$ cat src/rtl/sgdma_pkg.sv
package sgdma_pkg;
    localparam int LEN_W      = 16;
    localparam int WORD_BYTES = 4;
    localparam int DESC_BYTES = 8;

    localparam logic [1:0] RA_CMD = 2'd0;
    localparam logic [1:0] RA_STA = 2'd1;
    localparam logic [1:0] RA_PTR = 2'd2;

    localparam int CMD_GO    = 0;
    localparam int CMD_TOMEM = 3;
    localparam int ST_ACT    = 0;
    localparam int ST_ERR    = 1;
    localparam int ST_INT    = 2;
    localparam int ST_AUX0   = 3;
    localparam int ST_AUX1   = 4;
    localparam int PRD_LAST  = 31;

    typedef enum logic [2:0] {
        W_IDLE, W_DESC0, W_DESC1, W_XFER, W_MEMRD, W_MEMWR
    } walk_st_t;

    typedef struct packed {
        logic [1:0] cap;
        logic [1:0] aux;
        logic       intr;
        logic       err;
        logic       act;
    } sta_t;

    typedef struct packed {
        logic [31:0]    addr;
        logic [LEN_W:0] left;
        logic           last;
    } region_t;

    typedef enum logic [2:0] {
        WD_FREE, WD_RIDE, WD_FAIL, WD_RESET
    } wd_verdict_t;

    function automatic logic [LEN_W:0] region_bytes(input logic [LEN_W-1:0] n);
        return (n == '0) ? {1'b1, {LEN_W{1'b0}}} : {1'b0, n};
    endfunction

    function automatic logic [7:0] end_report(input logic [7:0] s);
        return (s[2:0] == 3'b100) ? 8'h00 : (8'h10 | s);
    endfunction

    function automatic wd_verdict_t wd_judge(input logic [7:0] s, input logic ride_used);
        if (ride_used)                   return WD_FAIL;
        if (s[ST_AUX0] && s[ST_AUX1])    return WD_FREE;
        if (s[ST_ERR])                   return WD_FAIL;
        if (s[ST_ACT] || s[ST_INT])      return WD_RIDE;
        return WD_RESET;
    endfunction
endpackage

$ cat src/rtl/sgdma_regs.sv
module sgdma_regs
    import sgdma_pkg::*;
(
    input  logic        clk,
    input  logic        rst,
    input  logic        reg_wr,
    input  logic [1:0]  reg_addr,
    input  logic [31:0] reg_wdata,
    output logic [31:0] reg_rdata,
    input  logic        fin,
    input  logic        fault,
    input  logic        dev_done,
    output logic        start,
    output logic        start_rise,
    output logic        dir,
    output logic [31:0] tbl_ptr,
    output logic [7:0]  sta,
    output logic        end_valid,
    output logic [7:0]  end_code
);
    logic  go_q, dir_q;
    logic [31:0] ptr_q;
    sta_t  st;
    logic  wr_cmd, wr_sta, wr_ptr, stop;

    assign wr_cmd     = reg_wr && (reg_addr == RA_CMD);
    assign wr_sta     = reg_wr && (reg_addr == RA_STA);
    assign wr_ptr     = reg_wr && (reg_addr == RA_PTR);
    assign start_rise = wr_cmd && reg_wdata[CMD_GO] && !go_q;
    assign stop       = wr_cmd && !reg_wdata[CMD_GO] && go_q;

    assign start     = go_q;
    assign dir       = dir_q;
    assign tbl_ptr   = ptr_q;
    assign sta       = {1'b0, st};
    assign end_valid = stop;
    assign end_code  = end_report(sta);

    always_ff @(posedge clk) begin
        if (rst) begin
            go_q  <= 1'b0;
            dir_q <= 1'b0;
            ptr_q <= '0;
            st    <= '0;
        end else begin
            if (wr_cmd) begin
                go_q  <= reg_wdata[CMD_GO];
                dir_q <= reg_wdata[CMD_TOMEM];
            end
            if (wr_ptr) ptr_q <= reg_wdata;
            if (wr_sta) begin
                st.aux <= reg_wdata[4:3];
                st.cap <= reg_wdata[6:5];
            end
            if (start_rise)                 st.act <= 1'b1;
            else if (fin || fault || stop)  st.act <= 1'b0;
            if (fault)                             st.err <= 1'b1;
            else if (wr_sta && reg_wdata[ST_ERR])  st.err <= 1'b0;
            if (dev_done)                          st.intr <= 1'b1;
            else if (wr_sta && reg_wdata[ST_INT])  st.intr <= 1'b0;
        end
    end

    always_comb begin
        case (reg_addr)
            RA_CMD:  reg_rdata = {28'b0, dir_q, 2'b0, go_q};
            RA_STA:  reg_rdata = {24'b0, sta};
            RA_PTR:  reg_rdata = ptr_q;
            default: reg_rdata = '0;
        endcase
    end
endmodule

$ cat src/rtl/sgdma_walker.sv
module sgdma_walker
    import sgdma_pkg::*;
(
    input  logic        clk,
    input  logic        rst,
    input  logic        start,
    input  logic        start_rise,
    input  logic        dir,
    input  logic [31:0] tbl_ptr,
    output logic        mem_req,
    output logic        mem_we,
    output logic [31:0] mem_addr,
    output logic [31:0] mem_wdata,
    input  logic        mem_ack,
    input  logic        mem_err,
    input  logic [31:0] mem_rdata,
    input  logic        dev_req,
    output logic        dev_ack,
    input  logic [31:0] dev_wdata,
    output logic [31:0] dev_rdata,
    output logic        fin,
    output logic        fault
);
    localparam logic [LEN_W:0] STEP = (LEN_W+1)'(WORD_BYTES);

    walk_st_t    state;
    logic [31:0] desc_ptr;
    region_t     cur;
    logic [31:0] wbuf;
    logic        in_mem, in_data, last_word, ok_ack;

    assign in_data   = (state == W_MEMRD) || (state == W_MEMWR);
    assign in_mem    = in_data || (state == W_DESC0) || (state == W_DESC1);
    assign last_word = (cur.left <= STEP);
    assign ok_ack    = mem_ack && !mem_err;

    assign mem_req   = start && in_mem;
    assign mem_we    = (state == W_MEMWR);
    assign mem_wdata = wbuf;
    assign dev_rdata = mem_rdata;
    assign dev_ack   = start && (((state == W_XFER) && dev_req && dir) ||
                                 ((state == W_MEMRD) && ok_ack));
    assign fault     = mem_req && mem_ack && mem_err;
    assign fin       = start && in_data && ok_ack && last_word && cur.last;

    always_comb begin
        case (state)
            W_DESC0: mem_addr = desc_ptr;
            W_DESC1: mem_addr = desc_ptr + 32'(WORD_BYTES);
            default: mem_addr = cur.addr;
        endcase
    end

    always_ff @(posedge clk) begin
        if (rst) begin
            state    <= W_IDLE;
            desc_ptr <= '0;
            cur      <= '0;
            wbuf     <= '0;
        end else if (state != W_IDLE && !start) begin
            state <= W_IDLE;
        end else begin
            case (state)
                W_IDLE: if (start_rise) begin
                    desc_ptr <= tbl_ptr;
                    state    <= W_DESC0;
                end
                W_DESC0: if (mem_ack) begin
                    if (mem_err) state <= W_IDLE;
                    else begin
                        cur.addr <= {mem_rdata[31:2], 2'b00};
                        state    <= W_DESC1;
                    end
                end
                W_DESC1: if (mem_ack) begin
                    if (mem_err) state <= W_IDLE;
                    else begin
                        cur.left <= region_bytes(mem_rdata[LEN_W-1:0]);
                        cur.last <= mem_rdata[PRD_LAST];
                        state    <= W_XFER;
                    end
                end
                W_XFER: if (dev_req) begin
                    if (dir) begin
                        wbuf  <= dev_wdata;
                        state <= W_MEMWR;
                    end else begin
                        state <= W_MEMRD;
                    end
                end
                W_MEMRD, W_MEMWR: if (mem_ack) begin
                    if (mem_err) state <= W_IDLE;
                    else begin
                        cur.addr <= cur.addr + 32'(WORD_BYTES);
                        cur.left <= cur.left - STEP;
                        if (!last_word)    state <= W_XFER;
                        else if (cur.last) state <= W_IDLE;
                        else begin
                            desc_ptr <= desc_ptr + 32'(DESC_BYTES);
                            state    <= W_DESC0;
                        end
                    end
                end
                default: state <= W_IDLE;
            endcase
        end
    end
endmodule

$ cat src/rtl/sgdma_wdog.sv
module sgdma_wdog
    import sgdma_pkg::*;
#(
    parameter int TMO_W = 20
) (
    input  logic             clk,
    input  logic             rst,
    input  logic             start,
    input  logic             start_rise,
    input  logic [7:0]       sta,
    input  logic [TMO_W-1:0] cmd_timeout,
    output logic             wd_fail,
    output logic             wd_bus_reset
);
    logic             armed, ride_used, expire;
    logic [TMO_W-1:0] cnt;
    wd_verdict_t      verdict;

    assign expire       = armed && (({1'b0, cnt} + 1'b1) >= {1'b0, cmd_timeout});
    assign verdict      = wd_judge(sta, ride_used);
    assign wd_fail      = expire && (verdict == WD_FAIL);
    assign wd_bus_reset = expire && (verdict == WD_RESET);

    always_ff @(posedge clk) begin
        if (rst) begin
            armed     <= 1'b0;
            ride_used <= 1'b0;
            cnt       <= '0;
        end else if (start_rise) begin
            armed     <= 1'b1;
            ride_used <= 1'b0;
            cnt       <= '0;
        end else if (!start) begin
            armed <= 1'b0;
        end else if (expire) begin
            cnt <= '0;
            if (verdict == WD_FAIL || verdict == WD_RESET) armed <= 1'b0;
            if (verdict == WD_RIDE) ride_used <= 1'b1;
        end else if (armed) begin
            cnt <= cnt + 1'b1;
        end
    end
endmodule

$ cat src/rtl/sgdma_chan.sv
module sgdma_chan
    import sgdma_pkg::*;
#(
    parameter int TMO_W = 20
) (
    input  logic             clk,
    input  logic             rst,
    input  logic             reg_wr,
    input  logic [1:0]       reg_addr,
    input  logic [31:0]      reg_wdata,
    output logic [31:0]      reg_rdata,
    input  logic [TMO_W-1:0] cmd_timeout,
    output logic             mem_req,
    output logic             mem_we,
    output logic [31:0]      mem_addr,
    output logic [31:0]      mem_wdata,
    input  logic             mem_ack,
    input  logic             mem_err,
    input  logic [31:0]      mem_rdata,
    input  logic             dev_req,
    output logic             dev_ack,
    input  logic [31:0]      dev_wdata,
    output logic [31:0]      dev_rdata,
    input  logic             dev_done,
    output logic             irq,
    output logic             end_valid,
    output logic [7:0]       end_code,
    output logic             wd_fail,
    output logic             wd_bus_reset
);
    logic        w_start, w_start_rise, w_dir, w_fin, w_fault;
    logic [31:0] w_ptr;
    logic [7:0]  w_sta;

    sgdma_regs u_regs (
        .clk(clk), .rst(rst), .reg_wr(reg_wr), .reg_addr(reg_addr),
        .reg_wdata(reg_wdata), .reg_rdata(reg_rdata), .fin(w_fin),
        .fault(w_fault), .dev_done(dev_done), .start(w_start),
        .start_rise(w_start_rise), .dir(w_dir), .tbl_ptr(w_ptr),
        .sta(w_sta), .end_valid(end_valid), .end_code(end_code)
    );

    sgdma_walker u_walk (
        .clk(clk), .rst(rst), .start(w_start), .start_rise(w_start_rise),
        .dir(w_dir), .tbl_ptr(w_ptr), .mem_req(mem_req), .mem_we(mem_we),
        .mem_addr(mem_addr), .mem_wdata(mem_wdata), .mem_ack(mem_ack),
        .mem_err(mem_err), .mem_rdata(mem_rdata), .dev_req(dev_req),
        .dev_ack(dev_ack), .dev_wdata(dev_wdata), .dev_rdata(dev_rdata),
        .fin(w_fin), .fault(w_fault)
    );

    sgdma_wdog #(.TMO_W(TMO_W)) u_wdog (
        .clk(clk), .rst(rst), .start(w_start), .start_rise(w_start_rise),
        .sta(w_sta), .cmd_timeout(cmd_timeout), .wd_fail(wd_fail),
        .wd_bus_reset(wd_bus_reset)
    );

    assign irq = w_sta[ST_INT];
endmodule

$ cat config.mk
export PLATFORM = sky130hd
export DESIGN_NAME = sgdma_chan
export DESIGN_NICKNAME = d
export VERILOG_FILES = /design/src/rtl/sgdma_pkg.sv /design/src/rtl/sgdma_regs.sv /design/src/rtl/sgdma_walker.sv /design/src/rtl/sgdma_wdog.sv /design/src/rtl/sgdma_chan.sv
export SDC_FILE = /design/constraint.sdc
export NUM_CORES = 1
export LEC_CHECK = 0
export BUFFER_PORTS_ARGS = -buffer_cell sky130_fd_sc_hd__buf_2
export CAP_MARGIN = 20
export CORE_ASPECT_RATIO = 1.75
export CORE_UTILIZATION = 59
export DETAILED_ROUTE_END_ITERATION = 8
export GPL_TIMING_DRIVEN = 0
export PLACE_DENSITY = 0.95
export SLEW_MARGIN = 20
export SYNTH_ARGS = -nofsm -noshare
export SYNTH_HDL_FRONTEND = slang
export SYNTH_SLANG_ARGS = --single-unit
$ cat constraint.sdc
create_clock -name clk -period 11.1 [get_ports clk]
set_input_delay 2.22 -clock clk [delete_from_list [all_inputs] [get_ports clk]]
set_output_delay 2.22 -clock clk [all_outputs]
set_load 0.02 [all_outputs]
* Word-level counts from Yosys, hierarchy flattened
Index checks and enable logic that the tools add are counted. Widths: inputs -> output; s select.
Cells by class: add/sub/neg operators 6, $lt $le $gt $ge 2, equal/unequal tests 23, multiplexer cells 60, bitwise logic cells 2, reduce and logical (&&, ||, !) cells 60
Operator list (count):
- $mux 32 | 7
- $pmux 32 s2 | 3
- $mux 49 | 2
- $pmux 32 s3 | 1
- $add 32x3->32 const B | 2
- $mux 3 | 14
- $mux 20 | 2
- $mux 18 | 2
- $pmux 17 s2 | 1
- $add 32x4->32 const B | 1
- $logic_and 1x1->1 | 26
- $mux 1 | 22
- $add 20x1->21 const B | 1
- $ge 21x20->1 | 1
- $add 20x1->20 const B | 1
- $ne 2x2->1 const B | 9
- $le 17x3->1 const B | 1
- $mux 17 | 1
- $sub 17x3->17 const B | 1
- $logic_not 16->1 | 1
- $pmux 3 s5 | 1
- $reduce_bool 2->1 | 7
- $eq 3x2->1 const B | 4
- $reduce_and 6->1 | 2
- other kinds (20) | 40
Storage, ports and cells: register bits after elaboration 180, output and inout port bits 143, logic and storage cells 170

* Depth between registers and ports, before layout
depth in word-level cells 18, depth in mapped cells 14, mapped depth without buffers 12

* Cells and area by module
A second synthesis with hierarchy kept.
Unflattened totals: cell total of the unflattened synthesis 1584, area total of the unflattened synthesis 11461.0 um^2
Modules (own cells, without submodules):
- sgdma_walker | instances 1, cells an instance 1102, area an instance 7738.7 um^2, seq. area each 2302.2 um^2
- sgdma_wdog | instances 1, cells an instance 245, area an instance 1865.5 um^2, seq. area each 440.4 um^2
- sgdma_regs | instances 1, cells an instance 237, area an instance 1856.8 um^2, seq. area each 820.8 um^2

* Worst setup path before layout
Ideal clock, no wire load.
path kind input -> output, from input port cmd_timeout[16], to output port wd_fail, arrival 4533 ps, data required time 8880 ps, setup slack 4347 ps, cell stages on the path 8, path through inv_1 ha_1 nand4_1 nor4_1 o2111ai_1 o22a_1 clkbuf_1 a2111oi_0
Between the ends: cells in the longest elaborated chain, start to end 3
Ends and longest elaborated chain:
- start: declaration | line sgdma_chan.sv:12 | input logic [TMO_W-1:0] cmd_timeout,
- $ge 21x20->1 | line sgdma_wdog.sv:19 | assign expire = armed && (({1'b0, cnt} + 1'b1) >= {1'b0, cmd_timeout});
- $logic_and 1x1->1 | line sgdma_wdog.sv:19
- $logic_and 1x1->1 | line sgdma_wdog.sv:21 | assign wd_fail = expire && (verdict == WD_FAIL);
- end: declaration | line sgdma_chan.sv:28 | output logic wd_fail,
No other way between the ends.

* Worst setup path in the final report
from input port cmd_timeout[13], to output port wd_fail
The elaborated chain is that of the path after synthesis.

==> summary.md <==
| Metric | Value |
|---|---|
| Outcome | `completed` |
| RR Endpoint | `u_wdog.cnt[5]` |
| Max Clk Rate | `148 MHz` |
| First-pass GRT wire length | `69700 um` |
| Clock sink count | `178` |
| Leading cell types in the layout, fill and taps excluded | `308 x nand2_1, 266 x buf_2, 187 x a21oi_1` |
| Post-CTS Hold Buffers | `0` |
| Yosys warnings | `0` |
| Highest fanout seen on the critical path | `10` |
| Start point of the critical path | `cmd_timeout[13]` |
| Path class of the lowest-slack min-delay path | `flip-flop to flip-flop` |
| TritonRoute pass-1 iters | `6` |
| Post-layout total power | `1.46 mW` |
| Proportion of synthesized area in mux cells | `0.00733` |
| Clock Skews | `0.00953 ns` |
| Number of diodes added for antenna fixing | `0` |
| Crit path largest cell delay | `0.48 ns` |
| Final Hold Viols | `0` |
| Register bit total from synthesis | `178` |
| Number of nets in the finished design | `1999` |
| Required time of the critical path | `8.88 ns` |
| Kind of critical path | `input port to output port` |
| Number of antenna violations at the first check in global routing | `0` |
| Hold path endpoint | `u_walk.mem_wdata[10]` |
| Category of the worst setup path capture point | `output port` |
| Dominant combinational cell family by area after synthesis | `simple AND/OR/NAND/NOR gates` |
| Number of max-cap violations | `0` |
| Netlist area before placement | `11100 sq um` |
| Number of pins with negative max-slew slack in the final report | `0` |
| HPWL reported at the end of detailed placement | `34400 um` |
| Final instance area | `13300 sq um` |
| Share of the synthesized area in compound gates (AO/OA/AOI/OAI) | `0.262` |
| Hold slack final | `0.457 ns` |
| Cell occurring most often along the worst timing path | `buf_2` |
| Share of flip-flops with an asynchronous set or reset after synthesis | `0` |
| Count of flip-flops with a built-in enable after synthesis | `0` |
| Tightest Pin Transition | `1.16 ns` |
| Predominant post-synthesis flop cell | `dfxtp_1` |
| Floorplan die area | `19400 sq um` |
| Synthesized-area fraction occupied by adder cells | `0.0293` |
| Total number of placement rows | `66` |
| Cells on Worst Hold Path | `2` |
| Final Critical Period | `6.76 ns` |
| Effective utilization at floorplan | `0.600` |
| Leakage component of the power | `5.23 nW` |
| Die X | `106 um` |
| Worst reg2reg path depth | `14` |
| Sum of routed wire length over all layers | `46000 um` |
| Clock root buffer | `clkbuf_16` |
| Gate family responsible for the most delay along the worst path | `compound AO/OA/AOI/OAI gates` |
| Die Span Y | `183 um` |
| Crit path buf inv count | `4` |
| Setup repair after global routing missed its margin | `no` |
| Critical path's slowest cell | `a2111oi_0` |
| Area added between synthesis and finish | `19.7%` |
| Maximum vdd drop | `0.140 mV` |
| Origin of the critical flop-to-flop path | `u_wdog.cnt[0]` |
| Headroom to the max-slew limit | `0.217` |
| Most common cell after layout, fill and taps aside | `nand2_1` |
| Reg clk slew, reported paths | `0.07 ns` |
| Global-route usage over all layers | `0.469` |
| PortBufs | `264` |
| Final ANT Viol Nets | `0` |
| Post-synthesis sequential area ratio | `0.321` |
| Total negative setup slack | `0 ns` |
| Num CTS Buffers | `17` |
| Share of the core filled with cells | `0.718` |
| Post-CTS setup repair buffer count | `0` |
| Core area | `18500 sq um` |
| Overall overflow remaining after global route | `0` |
| List of cells traversed by the critical path | `buf_2 -> inv_1 -> ha_1 -> nand4_1 -> a211oi_1 -> nor3_1 -> o22a_1 -> clkbuf_1 -> a2111oi_0 -> buf_2` |
| Cell area after placement | `12700 sq um` |
| Resize count post-CTS | `0` |
| Gate count after technology mapping | `1565` |
| Final worst-path cycle share | `0.609` |
| Worst path arrival time | `4.54 ns` |
| Via density | `6.58` |
| # IOs | `268` |
| Simple logic cell fraction of the synthesized area | `0.282` |
| Post-synthesis net count | `1716` |
| Number of vias after detailed routing | `13800` |
| CTS HTree Levels | `4` |
| Latest clock arrival within the worst-skew pair | `0.45 ns` |
| Number of DRC violations after detailed-routing iteration 0 | `1385` |
| Count of cell types in the netlist | `74` |
| Fraction of final layout cells sized beyond drive strength 1 | `0.188` |
| Buffer depth of the longest clock path | `2` |
| Final count of negative-setup-slack endpoints | `0` |
| Vias in the first global route | `13200` |
| Routed length per instance | `21.9 um` |
| DRC Markers | `0` |
| Synth Area in XOR/XNOR | `0.0158` |
| Sort of element at the start of the critical path | `input port` |
| Largest net degree at the start of global routing | `19` |
| Total power divided by cell area | `110 nW/um^2` |
| Global placer's final weighted congestion | `1.03` |
| CTS tree | `done` |
| Hold Path Origin | `u_walk.mem_wdata[10]` |
| FF-to-FF setup slack | `6.98 ns` |
| Avg Cell Area, Syn | `7.09 sq um` |
==> layer usage <==
metal,up-vias,part of all wire,global-route usage,routed length (um)
li1,6137,-,-,-
met1,6240,0.32,0.468,14800
met2,1082,0.47,0.772,21700
met3,356,0.11,0.139,5160
met4,0,0.096,0.439,4400
met5,-,0,0,0
==> worst max-delay path by stage <==
| stage | cells after the start | slack [ns] | to |
|---|---|---|---|
| 2_1_floorplan | 8 | 4.35 | wd_fail |
| 3_3_place_gp | 10 | 4.46 | wd_fail |
| 3_5_place_dp | 10 | 4.39 | wd_fail |
| 4_1_cts | 10 | 4.38 | wd_fail |
| 5_1_grt | 13 | 4.06 | wd_fail |
| 6_report | 10 | 4.34 | wd_fail |
==> worst reg2reg max path, delay by kind of cell (launching register included) <==
kind                     cells  cell delay (ns)
AO/OA/AOI/OAI                4             0.67
XOR/XNOR                     1             0.24
adder cells (fa/ha/maj)      2             0.58
buffers and inverters        2             0.84
flip-flops                   1             0.46
AND/OR/NAND/NOR              5             1.28
==> metrics by stage <==
stage	instances	setup WS, ns
4_1_cts	2098	4.38
3_3_place_gp	2067	4.46
5_1_grt	2098	4.06
3_5_place_dp	2067	4.39
6_report	2098	4.34
2_1_floorplan	1565	4.35
==> flip-flops by register name (all words and copies together), names as in the netlist <==
name              cells
u_walk.mem_wdata     32
u_wdog.ride_used      1
u_regs.tbl_ptr       32
u_regs.dir            1
u_walk.state          3
u_wdog.cnt           20
u_regs.sta            7
u_walk.cur           48
u_wdog.armed          1
u_regs.start          1
u_walk.desc_ptr      32
==> synth_stat cells, drive strengths merged (7+ instances only) <==
master	count	share of area
o311ai	17	0.013
o21ai	95	0.043
and3	19	0.011
o31ai	22	0.015
xnor2	13	0.010
xor2	7	0.0055
mux2i	7	0.0063
dfxtp	178	0.32
o21a	9	0.0061
nand3	63	0.029
nor3	38	0.017
or3	7	0.0039
a22o	15	0.012
o22ai	9	0.0051
a21o	8	0.0054
nand4	39	0.022
a22oi	10	0.0068
a211oi	24	0.017
nor4	16	0.0090
clkbuf	108	0.039
a31oi	26	0.015
inv	36	0.012
buf	49	0.031
a21oi	189	0.087
and4	10	0.0079
ha	26	0.029
nor3b	8	0.0059
nand2	308	0.10
and2	39	0.022
nor2	93	0.031
nor2b	10	0.0056
==> cells by family after synthesis <==
kind of cell    Yosys count
xor+xnor                 20
buf+inv                 193
flops                   178
fa+ha+maj                26
compound gates          471
other cells               1
mux                       8
simple gates            668
==> where the power goes <==
part           switching, mW  internal (mW)  leakage [nW]
sequential           0.00905          0.646          1.44
clock                  0.300          0.298         0.275
combinational          0.144         0.0679          3.52
total                  0.453           1.01          5.23
==> layout make-up <==
cell class	count	area, sq um
multi-input cells	1194	6630
fillers	1567	5220
flip-flops and latches	178	3560
repair buffers	264	1320
plain buffers	157	776
clock buffers	17	425
well taps	238	298
inverters	36	135
clock inverters	14	134
Power figures use the tool's default switching activity.
